==> config.mk <==
export PLATFORM = sky130hd
export DESIGN_NAME = tile_bg_render
export DESIGN_NICKNAME = d
export VERILOG_FILES = /design/src/rtl/tbr_pkg.sv /design/src/rtl/tbr_seq.sv /design/src/rtl/tbr_fetch.sv /design/src/rtl/tbr_pixel.sv /design/src/rtl/tile_bg_render.sv
export SDC_FILE = /design/constraint.sdc
export NUM_CORES = 1
export LEC_CHECK = 0
export ABC_AREA = 1
export ABC_CLOCK_PERIOD_IN_PS = 2000
export CORE_MARGIN = 2
export CORE_UTILIZATION = 50
export CTS_CLUSTER_SIZE = 40
export DETAILED_ROUTE_END_ITERATION = 16
export PLACE_DENSITY = 0.85
export SLEW_MARGIN = 25
export SYNTH_ARGS = -nofsm -noshare
export SYNTH_HDL_FRONTEND = slang
export SYNTH_SLANG_ARGS = --single-unit
==> constraint.sdc <==
create_clock -name clk -period 2 [get_ports clk]
set_input_delay 0.5 -clock clk [delete_from_list [all_inputs] [get_ports clk]]
set_output_delay 0.5 -clock clk [all_outputs]
set_load 0.02 [all_outputs]
==> src/rtl/tbr_pkg.sv <==
package tbr_pkg;

    localparam int TILE_PX   = 8;
    localparam int TILES_X   = 32;
    localparam int TILES_Y   = 30;
    localparam int ATTR_GRP  = 4;
    localparam int PAL_W     = 4;
    localparam int BYTE_W    = 8;
    localparam int NT_AW     = 10;
    localparam int PT_AW     = 13;

    localparam int LINES     = TILES_Y * TILE_PX;
    localparam int LINE_PX   = TILES_X * TILE_PX;
    localparam int ATTR_BASE = TILES_X * TILES_Y;
    localparam int ATTR_COLS = TILES_X / ATTR_GRP;
    localparam int PH_W      = $clog2(TILE_PX);
    localparam int COL_W     = $clog2(TILES_X);
    localparam int ROW_W     = $clog2(TILES_Y);
    localparam int X_W       = $clog2(LINE_PX);
    localparam int Y_W       = $clog2(LINES);
    localparam int CNT_LAST  = LINE_PX + TILE_PX - 1;
    localparam int CNT_W     = $clog2(CNT_LAST + 1);

    localparam logic [PH_W-1:0] PH_NAME  = PH_W'(0);
    localparam logic [PH_W-1:0] PH_ATTR  = PH_W'(1);
    localparam logic [PH_W-1:0] PH_LO    = PH_W'(2);
    localparam logic [PH_W-1:0] PH_HI    = PH_W'(3);
    localparam logic [PH_W-1:0] PH_GOTHI = PH_W'(4);
    localparam logic [PH_W-1:0] PH_LAST  = PH_W'(TILE_PX - 1);

    typedef struct packed {
        logic [1:0]        pal;
        logic [BYTE_W-1:0] plane0;
        logic [BYTE_W-1:0] plane1;
    } tile_row_t;

    function automatic logic [NT_AW-1:0] name_addr(input logic [ROW_W-1:0] row,
                                                   input logic [COL_W-1:0] col);
        return NT_AW'(row) * NT_AW'(TILES_X) + NT_AW'(col);
    endfunction

    function automatic logic [NT_AW-1:0] group_addr(input logic [ROW_W-1:0] row,
                                                    input logic [COL_W-1:0] col);
        return NT_AW'(ATTR_BASE) + NT_AW'(row / ROW_W'(ATTR_GRP)) * NT_AW'(ATTR_COLS)
             + NT_AW'(col / COL_W'(ATTR_GRP));
    endfunction

    function automatic logic [1:0] group_field(input logic [BYTE_W-1:0] grp,
                                               input logic row_b1,
                                               input logic col_b1);
        logic [2:0] sh;
        sh = {row_b1, col_b1, 1'b0};
        return 2'(grp >> sh);
    endfunction

    function automatic logic [PT_AW-1:0] pat_addr(input logic bank,
                                                  input logic [BYTE_W-1:0] tile,
                                                  input logic plane,
                                                  input logic [PH_W-1:0] fine);
        return {bank, tile, plane, fine};
    endfunction

endpackage

==> src/rtl/tbr_seq.sv <==
module tbr_seq
    import tbr_pkg::*;
(
    input  logic             clk,
    input  logic             rst,
    input  logic             go,
    output logic             run,
    output logic [CNT_W-1:0] cnt,
    output logic             fetch_en,
    output logic [PH_W-1:0]  phase,
    output logic [COL_W-1:0] col,
    output logic             emit_en,
    output logic             load
);

    always_ff @(posedge clk) begin
        if (rst) begin
            run <= 1'b0;
            cnt <= '0;
        end else if (!run) begin
            if (go) begin
                run <= 1'b1;
                cnt <= '0;
            end
        end else if (cnt == CNT_W'(CNT_LAST)) begin
            run <= 1'b0;
        end else begin
            cnt <= cnt + CNT_W'(1);
        end
    end

    assign phase    = cnt[PH_W-1:0];
    assign col      = cnt[PH_W +: COL_W];
    assign fetch_en = run && (cnt < CNT_W'(LINE_PX));
    assign emit_en  = run && (cnt >= CNT_W'(TILE_PX));
    assign load     = fetch_en && (phase == PH_LAST);

endmodule

==> src/rtl/tbr_fetch.sv <==
module tbr_fetch
    import tbr_pkg::*;
(
    input  logic              clk,
    input  logic              rst,
    input  logic              fetch_en,
    input  logic [PH_W-1:0]   phase,
    input  logic [COL_W-1:0]  col,
    input  logic [ROW_W-1:0]  row,
    input  logic [PH_W-1:0]   fine,
    input  logic              bank,
    output logic              nt_rd,
    output logic [NT_AW-1:0]  nt_addr,
    input  logic [BYTE_W-1:0] nt_data,
    output logic              pt_rd,
    output logic [PT_AW-1:0]  pt_addr,
    input  logic [BYTE_W-1:0] pt_data,
    output tile_row_t         fetched
);

    logic [BYTE_W-1:0] tile_q;

    always_comb begin
        nt_rd   = fetch_en && (phase == PH_NAME || phase == PH_ATTR);
        nt_addr = (phase == PH_NAME) ? name_addr(row, col) : group_addr(row, col);
        pt_rd   = fetch_en && (phase == PH_LO || phase == PH_HI);
        pt_addr = pat_addr(bank, tile_q, phase == PH_HI, fine);
    end

    // read data returns one cycle after each request
    always_ff @(posedge clk) begin
        if (rst) begin
            tile_q  <= '0;
            fetched <= '0;
        end else if (fetch_en) begin
            case (phase)
                PH_ATTR:  tile_q         <= nt_data;
                PH_LO:    fetched.pal    <= group_field(nt_data, row[1], col[1]);
                PH_HI:    fetched.plane0 <= pt_data;
                PH_GOTHI: fetched.plane1 <= pt_data;
                default:  ;
            endcase
        end
    end

endmodule

==> src/rtl/tbr_pixel.sv <==
module tbr_pixel
    import tbr_pkg::*;
(
    input  logic             clk,
    input  logic             rst,
    input  logic             load,
    input  logic             emit_en,
    input  tile_row_t        fetched,
    input  logic [PAL_W-1:0] backdrop,
    input  logic [X_W-1:0]   x_pos,
    output logic             pix_valid,
    output logic [X_W-1:0]   pix_x,
    output logic [PAL_W-1:0] pix_idx
);

    tile_row_t  shift_q;
    logic [1:0] bits;

    assign bits = {shift_q.plane1[BYTE_W-1], shift_q.plane0[BYTE_W-1]};

    always_ff @(posedge clk) begin
        if (rst) begin
            shift_q <= '0;
        end else if (load) begin
            shift_q <= fetched;
        end else if (emit_en) begin
            shift_q.plane0 <= {shift_q.plane0[BYTE_W-2:0], 1'b0};
            shift_q.plane1 <= {shift_q.plane1[BYTE_W-2:0], 1'b0};
        end
    end

    always_ff @(posedge clk) begin
        if (rst) begin
            pix_valid <= 1'b0;
            pix_x     <= '0;
            pix_idx   <= '0;
        end else begin
            pix_valid <= emit_en;
            if (emit_en) begin
                pix_x   <= x_pos;
                pix_idx <= (bits == 2'b00) ? backdrop : {shift_q.pal, bits};
            end
        end
    end

endmodule

==> src/rtl/tile_bg_render.sv <==
module tile_bg_render
    import tbr_pkg::*;
(
    input  logic              clk,
    input  logic              rst,
    input  logic              start,
    input  logic [Y_W-1:0]    line_y,
    input  logic              pat_sel,
    input  logic [PAL_W-1:0]  backdrop,
    output logic              nt_rd,
    output logic [NT_AW-1:0]  nt_addr,
    input  logic [BYTE_W-1:0] nt_data,
    output logic              pt_rd,
    output logic [PT_AW-1:0]  pt_addr,
    input  logic [BYTE_W-1:0] pt_data,
    output logic              busy,
    output logic              pix_valid,
    output logic [X_W-1:0]    pix_x,
    output logic [PAL_W-1:0]  pix_idx
);

    logic             run, go, fetch_en, emit_en, load;
    logic [CNT_W-1:0] cnt;
    logic [PH_W-1:0]  phase;
    logic [COL_W-1:0] col;
    logic [Y_W-1:0]   line_q;
    logic             bank_q;
    logic [PAL_W-1:0] bd_q;
    tile_row_t        fetched;

    assign busy = run | pix_valid;
    assign go   = start & ~busy;

    always_ff @(posedge clk) begin
        if (rst) begin
            line_q <= '0;
            bank_q <= 1'b0;
            bd_q   <= '0;
        end else if (go) begin
            line_q <= line_y;
            bank_q <= pat_sel;
            bd_q   <= backdrop;
        end
    end

    tbr_seq seq_i (
        .clk(clk), .rst(rst), .go(go), .run(run), .cnt(cnt),
        .fetch_en(fetch_en), .phase(phase), .col(col),
        .emit_en(emit_en), .load(load)
    );

    tbr_fetch fetch_i (
        .clk(clk), .rst(rst), .fetch_en(fetch_en), .phase(phase), .col(col),
        .row(ROW_W'(line_q >> PH_W)), .fine(line_q[PH_W-1:0]), .bank(bank_q),
        .nt_rd(nt_rd), .nt_addr(nt_addr), .nt_data(nt_data),
        .pt_rd(pt_rd), .pt_addr(pt_addr), .pt_data(pt_data),
        .fetched(fetched)
    );

    tbr_pixel pixel_i (
        .clk(clk), .rst(rst), .load(load), .emit_en(emit_en),
        .fetched(fetched), .backdrop(bd_q),
        .x_pos(X_W'(cnt - CNT_W'(TILE_PX))),
        .pix_valid(pix_valid), .pix_x(pix_x), .pix_idx(pix_idx)
    );

endmodule

==> summary.md, run 1 <==
| Metric | Value |
|---|---|
| DRT Wirelength | a little under 9000 um |
| Slew Limit Fails | 0 |
| Via count | ~3600 |
| Clock buffer count from CTS | 9 |
| Core area | ~0.0073 sq mm |
| Syn Area/Cell | just over 7 sq um |
| H-tree depth | 3 |
| Actual slew at the worst max-slew pin | 449 ps |
| Final period util | 101% |
| Worst setup EP type | primary output |
| Setup Skew | approximately 8.1 ps |
| Worst skew pair latency | around 340 ps |
| CP startpoint kind | flip-flop |
| Initial Util | 51.9% |
| Die Footprint | approximately 0.0082 sq mm |
| Vias per inst | between 5 and 6 |
| First-pass GRT wire length | around 15000 um |
| Yosys reg bits | 80 |
| Hold slack | approximately 470 ps |
| CTS tree | yes |
| RSZ-0062 raised after global routing | yes |
| Final Hold Viols | 0 |
| Total I/O pin count | 71 |
| Layout cells sized above 1 | 16.9% |
| Synth cell types | 34 |
| CTS Sinks | 80 |
| Largest net degree at the start of global routing | just under 70 |
| Post-DP HPWL | roughly 6200 um |
| Routed Antenna Nets | 0 |
| Post-synth EDFFs | 0 |
| Post-synth top flop | dfxtp_1 |
| Worst path required time | ~1500 ps |
| Worst slack at placement | -143 ps |
| CTS Buffer Depth | 2 |
| Routed len/inst | approximately 13 um |
| Vias in the first global route | approximately 3300 |
| Buffers on Ports | 70 |
| Synthesis Warnings | 0 |
| Synth Cell Area | around 0.0038 sq mm |
| # setup viols final | 1 |
| Gr usage total | approximately 22% |
| Residual DRC | 0 |
| Antenna cell count | 0 |
| Synth async-reset ratio | 0% |
| P&R area growth vs syn | 28.5% |
| Post-CTS Hold Buffers | 0 |
| Clock Pin Slew Worst Setup and Hold Paths | ~70 ps |
| Max Freq | between 400 and 500 MHz |
| Most frequent cells in the layout | nor2_1 (99), nand2_1 (90), dfxtp_1 (79) |
| Max cap viols | 0 |
| Congestion Overflow GR | 0 |
| Initial antenna violation count | 0 |
| Leak | 1.97 nW |
| Seq/Total Area, Yosys | 42.6% |
| Placer congestion estimate | a little under 0.9 |
| HP Class | flip-flop to flip-flop |
| Status | finished, violations left |
| Failing checks | setup timing |
| CP arrival | around 1500 ps |
| Syn nets | 561 |
| Total power | about 3.5 mW |
| Commonest non-fill, non-tap cell in the layout | nor2_1 |
| CTS root buf | clkbuf_8 |
| Die Y | ~91 um |
| Worst-path maximum fanout | 7 |
| Post-Syn Instances | between 500 and 600 |
| Power Dens Cells | about 720 mW/mm^2 |
| Starting DRT DRC Count | slightly above 200 |
| Peak supply drop | 349 uV |
| Row count | 31 |
| DIE WIDTH | approximately 91 um |
| Tmin final | about 2000 ps |
| Crit Path Class | flip-flop to primary output |
| # nets final | 640 |
| Setup ws final | -18.0 ps |
| Worst slew margin | between 70 and 80% |
| First-pass iteration count of the detailed router | 5 |
==> critical path: stages (launching register included) <==
cell     delay (ps)
dfxtp_1         320
inv_2            80
ha_4            150
nand2_4          70
buf_6           130
or2_2           280
buf_6           140
==> routing by layer <==
metal  GRT usage (%)  wire length [um]
met1            28.0              3870
met2            37.6              4450
met3            3.17               409
met4            8.72               177
met5               0                 0
==> Yosys cell counts (7+ instances only) <==
cell,n,area (sq um)
nor2_1,99,372
nand2_1,90,338
dfxtp_1,80,1600
o21ai_0,60,300
inv_1,47,176
a21oi_1,27,135
nor2_2,17,106
nand3_1,15,75.1
clkbuf_1,9,33.8
o21ai_2,9,78.8
ha_1,8,100
buf_2,7,35.0
==> metrics by stage <==
stage / cells / TNS, ps / util, % / area (sq um)
after floorplan: 521 / 0 / - / 3760
after global placement: 686 / -549 / 63.5 / 4610
after detailed placement: 686 / -782 / 63.5 / 4610
after CTS: 701 / -36.7 / 66.6 / 4830
after global routing: 703 / -57.2 / 66.7 / 4840
final: 703 / -18.0 / 66.7 / 4840
==> sequential cells by signal, indices dropped and copies added, names as in the netlist, 4 cells and up <==
register,cells
line_q,8
pixel_i.shift_q,16
fetch_i.tile_q,8
pixel_i.pix_x,8
fetch_i.fetched,18
pixel_i.pix_idx,4
seq_i.cnt,9
bd_q,4
==> final timing paths <==
| path | to | cells after the start | startpoint | slack, ps |
|---|---|---|---|---|
| max | nt_addr[8] | 6 | seq_i.cnt[0] | -20 |
| min | fetch_i.fetched[8] | 2 | fetch_i.fetched[8] | 470 |
| max reg2reg | seq_i.cnt[0] | 10 | seq_i.cnt[0] | 120 |
| min reg2reg | fetch_i.fetched[8] | 2 | fetch_i.fetched[8] | 470 |
==> cells by family after synthesis <==
group           synth area share, %
flops                          42.6
buf+inv                        10.9
compound gates                 16.1
fa+ha+maj                      2.66
xor+xnor                      0.931
simple gates                   26.9
==> what timing repair did <==
| item | 4_1_cts | 5_1_grt |
|---|---|---|
| gates cloned | 0 | 0 |
| setup endpoints to repair | 14 | 7 |
| gates resized for setup | 54 | 7 |
| pin swaps | 2 | 1 |
| endpoints found under the hold margin | 0 | 0 |
| setup buffers | 0 | 2 |
==> final cells by class <==
type,instances,area [sq um]
Inverter,56,219
Fill cell,568,2420
Sequential cell,80,1600
Clock inverter,3,90.1
Tap cell,99,124
Multi-Input combinational cell,358,1770
Clock buffer,12,145
Timing Repair Buffer,95,883
==> report_power, final <==
| part | switching, mW | internal (mW) |
|---|---|---|
| Combinational | 0.229 | 0.195 |
| Sequential | 0.0220 | 1.63 |
| Clock | 0.546 | 0.858 |
(Power assumes the default switching activity.)
==> run 2: changes to the inputs <==
ABC_CLOCK_PERIOD_IN_PS = 2430   (was 2000)
HOLD_SLACK_MARGIN = 0.12   (was unset)
PLACE_DENSITY = 0.84   (was 0.85)
SYNTH_HIERARCHICAL = 1   (was unset)
clock period = 2.43 ns   (was 2 ns; I/O delays follow)
==> summary.md, run 2 <==
| Metric | Value |
|---|---|
| Max cap viols | 0 (unchanged) |
| Peak supply drop | 340 uV (-2.6%) |
| Largest regs | fetch_i/fetched: 18 flops, pixel_i/shift_q: 16 flops, seq_i/cnt: 9 flops |
| Power Dens Cells | 586 mW/mm^2 (-19%) |
| HP Class | flip-flop to flip-flop |
| Synth cell types | 29 (-15%) |
| CTS root buf | clkbuf_8 |
| Setup ws final | 133 ps (+151 ps) |
| Vias in the first global route | 3666 (+11%) |
| Most frequent cell after synthesis | nand2_1 |
| Post-synth EDFFs | 0 (unchanged) |
| Buffers on Ports | 70 (unchanged) |
| Leak | 2.25 nW (+14%) |
| Worst-path maximum fanout | 10 (+3) |
| Total I/O pin count | 71 (unchanged) |
| Initial Util | 51.7% (-0.14 points) |
| Dpl cells | 740 (+7.9%) |
| Final period util | around 95% |
| Final Hold Viols | 0 (unchanged) |
| Clock Pin Slew Worst Setup and Hold Paths | 90 ps (+20 ps) |
| Initial antenna violation count | 0 (unchanged) |
| Via count | 3888 (+9.5%) |
| # setup viols final | 0 (-1) |
| CP startpoint kind | flip-flop |
| Reg2Reg Depth | 9 (-1) |
| CTS Buffer Depth | 2 (unchanged) |
| Worst setup EP type | primary output |
| Residual DRC | 0 (unchanged) |
| Routed Antenna Nets | 0 (unchanged) |
| Commonest cells in the synthesized netlist | nand2_1 (160), nand3_1 (81), dfxtp_1 (80), inv_1 (71), nor2_1 (68) |
| CTS tree | yes |
| Placer congestion estimate | 0.887 (-0.47%) |
| Setup Skew | 10.2 ps (+2.10 ps) |
| Congestion Overflow GR | 0 (unchanged) |
| Clock buffer count from CTS | 9 (unchanged) |
| Vias per inst | 5.14 (+1.8%) |
| Worst path required time | 1820 ps (+320 ps) |
| Largest net degree at the start of global routing | 27 (-61%) |
| Antenna cell count | 0 (unchanged) |
| Most frequent cells in the layout | nand2_1 (160), nand3_1 (81), dfxtp_1 (79) |
| Hold Path Cell Cnt | 2 (unchanged) |
| First-pass GRT wire length | 16300 um (+7.9%) |
| First-pass iteration count of the detailed router | 5 (unchanged) |
| Tmin final | about 2300 ps |
| FILL cells | 684 (+20%) |
| Synthesis Warnings | 6 (+6) |
| Largest Register | fetch_i/fetched |
| Yosys reg bits | 80 (unchanged) |
| Max Freq | 435 MHz |
| Actual slew at the worst max-slew pin | 550 ps (+101 ps) |
| Core area | 0.00773 sq mm (+6.5%) |
| Post-CTS Hold Buffers | 0 (unchanged) |
| Synth Cell Area | 0.00400 sq mm (+6.2%) |
| DIE WIDTH | 93.4 um (+2.9%) |
| Status | finished clean |
| Layout cells sized above 1 | 8.56% (-8.3 points) |
| H-tree depth | 3 (unchanged) |
| Setup TNS Final | 0 ps (+18.0 ps) |
| CP arrival | 1690 ps (+170 ps) |
| Die Y | 93.4 um (+2.9%) |
| FF/Latch Area | 0.00160 sq mm (unchanged) |
| Post-DP HPWL | 6980 um (+13%) |
| Worst skew pair latency | 360 ps (+20 ps) |
| Gr usage total | 23.2% (+1.1 points) |
| Slew Limit Fails | 0 (unchanged) |
| Syn Area/Cell | 6.75 sq um (-6.5%) |
| Seq/Total Area, Yosys | 40.1% (-2.5 points) |
| Worst slew margin | 63.3% (-6.7 points) |
| Row count | 32 (+3.2%) |
| Post-synth top flop | dfxtp_1 |
| DRT Wirelength | 9640 um (+8.4%) |
| P&R area growth vs syn | 21.9% |
| Syn nets | 628 (+12%) |
| Multi-input gate area | 0.00182 sq mm (+2.9%) |
| CTS Sinks | 80 (unchanged) |
| # nets final | 685 (+7.0%) |
| Top post-synthesis cells by area | dfxtp_1 (40%), nand2_1 (15%), nand3_1 (10%) |
| Non-Filler Instances | 756 (+7.5%) |
| Hold slack | 467 ps (-4.73 ps) |
| Synth async-reset ratio | 0% (unchanged) |
| Starting DRT DRC Count | 303 (+50%) |
| Crit Path Class | flip-flop to primary output |
| Yosys top cell area share | 40.1% (-2.5 points) |
| Routed len/inst | 12.8 um (+0.77%) |
| Worst slack at placement | 148 ps (+291 ps) |
| Post-Syn Instances | 592 (+14%) |
| Die Footprint | 0.00873 sq mm (+6.0%) |
| Commonest non-fill, non-tap cell in the layout | nand2_1 |
| RSZ-0062 raised after global routing | no |
| Max reg flops | 18 (unchanged) |
| Largest area contributor in the netlist | dfxtp_1 |
[run 2: worst max-delay path, stage by stage (launching register included)]
cell,delay [ps]
dfxtp_1,450
buf_4,190
nand2_1,100
nor2_4,220
dlygate4sd2_1,360
[run 2: cell families after synthesis]
family                   Yosys count  synth area share [%]
AO/OA/AOI/OAI                     61                  8.23
XOR/XNOR                           1                 0.219
adder cells (fa/ha/maj)            4                  1.25
buffers and inverters            115                  14.3
flip-flops                        80                  40.1
AND/OR/NAND/NOR                  331                  35.9
[run 2: final cells by class]
cell class | instances | area share (%)
multi-input cells | 397 | 37.4
flip-flops and latches | 80 | 32.9
repair buffers | 83 | 16.4
inverters | 78 | 6.06
well taps | 102 | 2.62
clock buffers | 9 | 2.54
clock inverters | 7 | 2.10
[run 2: path summary, 6_finish.rpt]
check | endpoint | slack (ps) | start
hold reg to reg | fetch_i/fetched[14] | 470 | fetch_i/fetched[14]
setup reg to reg | pixel_i/pix_x[1] | 350 | seq_i/cnt[5]
setup / recovery | pt_addr[3] | 130 | seq_i/cnt[0]
hold / removal | fetch_i/fetched[14] | 470 | fetch_i/fetched[14]
[run 2: report_power, final]
| group | total [mW] | switching [mW] | internal (mW) |
|---|---|---|---|
| Clock | 1.12 | 0.527 | 0.593 |
| Sequential | 1.36 | 0.0233 | 1.34 |
| Combinational | 0.372 | 0.215 | 0.157 |
[run 2: metal layers]
layer	track usage (%)	vias up	wire, um
met1	27.9	1775	4080
li1	-	1949	-
met2	39.9	150	4710
met3	5.80	14	751
met4	8.33	0	106
met5	0	-	0
[run 2: stage by stage]
| step | util (%) | instance area [sq um] | power, mW |
|---|---|---|---|
| after floorplan | - | 4000 | 1.63 |
| after global placement | 60.3 | 4660 | 1.77 |
| after detailed placement | 60.3 | 4660 | 1.78 |
| after CTS | 63.1 | 4870 | 2.87 |
| after global routing | 63.1 | 4870 | 2.97 |
| final | 63.1 | 4870 | 2.86 |
[run 2: what timing repair did]
item,CTS,global route
buffers inserted,0,0
endpoints found under the setup margin,12,1
gates resized for setup,13,1
==> run 3: changes to the inputs <==
ABC_CLOCK_PERIOD_IN_PS = 1900   (was 2430)
CORE_MARGIN = unset   (was 2)
CORE_UTILIZATION = 48   (was 50)
PLACE_DENSITY = 0.85   (was 0.84)
clock period = 1.9 ns   (was 2.43 ns; I/O delays follow)
==> summary.md, run 3 (synthesis results as in run 2) <==
| Metric | Value |
|---|---|
| Status | finished clean |
| CP arrival | 1400 ps (-290 ps) |
| CTS Buffer Depth | 2 (unchanged) |
| Worst path required time | 1420 ps (-400 ps) |
| Largest Register | fetch_i/fetched |
| Worst skew pair latency | 350 ps (about the same) |
| Total I/O pin count | 71 (unchanged) |
| Initial Util | 50.7% (-1.1 points) |
| Gr usage total | 23.5% (+0.29 points) |
| Final period util | approximately 98% |
| Crit Path Class | flip-flop to primary output |
| Final Hold Viols | 0 (unchanged) |
| Setup ws final | 29.0 ps (-104 ps) |
| Largest regs | fetch_i/fetched: 18 flops, pixel_i/shift_q: 16 flops, seq_i/cnt: 9 flops |
| CTS Sinks | 80 (unchanged) |
| Core area | 0.00789 sq mm (+2.1%) |
| Starting DRT DRC Count | 233 (-23%) |
| Worst slack at placement | -90.4 ps (-238 ps) |
| Most frequent cells in the layout | nand2_1 (160), nand3_1 (81), dfxtp_1 (78) |
| Reg2Reg Depth | 9 (unchanged) |
| Routed Antenna Nets | 0 (unchanged) |
| Worst-path maximum fanout | 9 (-1) |
| Final core occ | 63.1% (about the same) |
| Placer congestion estimate | 0.807 (-9.0%) |
| Vias in the first global route | 3595 (-1.9%) |
| First-pass iteration count of the detailed router | 6 (+1) |
| Max reg flops | 18 (unchanged) |
| Power Dens Cells | 741 mW/mm^2 (+26%) |
| Top sig layer | met4 |
| Layout cells sized above 1 | 13.4% (+4.9 points) |
| CTS tree | yes |
| CP startpoint kind | flip-flop |
| Largest net degree at the start of global routing | 27 (unchanged) |
| Tmin final | roughly 1900 ps |
| # nets final | 702 (+2.5%) |
| Met2 Wirelength | 4580 um (-2.7%) |
| Post-CTS Hold Buffers | 0 (unchanged) |
| Congestion Overflow GR | 0 (unchanged) |
| Routed len/inst | 12.7 um (-0.65%) |
| Max cap viols | 0 (unchanged) |
| HP Class | flip-flop to flip-flop |
| Metal3 WL | 690 um (-8.1%) |
| Die Footprint | 0.00870 sq mm (-0.33%) |
| RSZ-0062 raised after global routing | yes |
| CTS root buf | clkbuf_8 |
| Post-DP HPWL | 7060 um (+1.2%) |
| Slew Limit Fails | 0 (unchanged) |
| DIE WIDTH | 93.3 um (-0.17%) |
| Die Y | 93.3 um (-0.17%) |
| Worst setup EP type | primary output |
| Peak supply drop | 423 uV (+25%) |
| Initial antenna violation count | 0 (unchanged) |
| DRT Wirelength | 9800 um (+1.6%) |
| DP Area | 0.00476 sq mm (+2.1%) |
| Buffers on Ports | 70 (unchanged) |
| Row count | 32 (unchanged) |
| Actual slew at the worst max-slew pin | 442 ps (-109 ps) |
| Worst slew margin | 70.5% (+7.2 points) |
| Max Freq | between 500 and 600 MHz |
| Vias per inst | 5.12 (-0.49%) |
| Via count | 3956 (+1.7%) |
| Setup TNS Final | 0 ps (unchanged) |
| Metal1 wirelength | 4340 um (+6.4%) |
| Residual DRC | 0 (unchanged) |
| First-pass GRT wire length | 16200 um (-0.25%) |
| Clock buffer count from CTS | 9 (unchanged) |
| Clock Pin Slew Worst Setup and Hold Paths | 90 ps (about the same) |
| P&R area growth vs syn | 24.4% |
| Hold Path Cell Cnt | 2 (unchanged) |
| FILL cells | 666 (-2.6%) |
| Final Cell Area | 0.00498 sq mm (+2.1%) |
| Setup Skew | 8.50 ps (-1.71 ps) |
| Commonest non-fill, non-tap cell in the layout | nand2_1 |
| # setup viols final | 0 (unchanged) |
| Antenna cell count | 0 (unchanged) |
| Hold slack | 468 ps (+0.888 ps) |
| Leak | 2.31 nW (+2.5%) |
| H-tree depth | 3 (unchanged) |
run 3: changes by cell type in the layout (fill, tap and decap cells not counted), sizes merged:
cell,change
clkbuf,+3
buf,+28
dlygate4sd2,-11
inv,-2
clkinvlp,+2
clkdlybuf4s15,+1
clkdlybuf4s50,-2
clkinv,-2
run 3: path summary, 6_finish.rpt:
check | start | endpoint | slack, ps
max reg2reg | seq_i/cnt[0] | pixel_i/shift_q[13] | 160
max | seq_i/cnt[0] | nt_addr[7] | 30
min | pixel_i/shift_q[8] | pixel_i/shift_q[8] | 470
min reg2reg | pixel_i/shift_q[8] | pixel_i/shift_q[8] | 470
run 3: layout make-up:
type,instances,area (sq um),share of cell area (%)
multi-input cells,397,1830,36.8
flip-flops and latches,80,1600,32.2
repair buffers,100,868,17.5
inverters,78,308,6.19
clock buffers,11,151,3.04
well taps,102,128,2.56
clock inverters,5,86.3,1.73
run 3: per-layer routing:
metal / up-vias / global-route usage, %
li1: 1984 / -
met1: 1792 / 29.4
met2: 163 / 39.5
met3: 17 / 4.72
met4: 0 / 9.10
met5: - / 0
run 3: through the flow:
stage | total power, mW | cells
4_1_cts | 3.71 | 771
5_1_grt | 3.84 | 773
3_3_place_gp | 2.27 | 755
6_report | 3.69 | 773
2_1_floorplan | 2.09 | 592
3_5_place_dp | 2.28 | 755
run 3: power breakdown:
part | total, mW | switching [mW] | leakage (nW) | internal [mW]
registers | 1.74 | 0.0260 | 0.649 | 1.72
clock network | 1.46 | 0.635 | 0.121 | 0.824
logic | 0.487 | 0.285 | 1.54 | 0.202
run 3: repair_timing:
action                                  4_1_cts  5_1_grt
resized for setup                            55       10
buffers inserted                              0        2
endpoints found under the setup margin       14       22
hold endpoints to repair                      0        0
pin swaps                                     1        0
run 3: critical path, cell delays in order (launching register included):
cell and delay, ps:
dfxtp_2 340, nor2_4 150, nand2_4 110, or2_2 280, buf_2 160
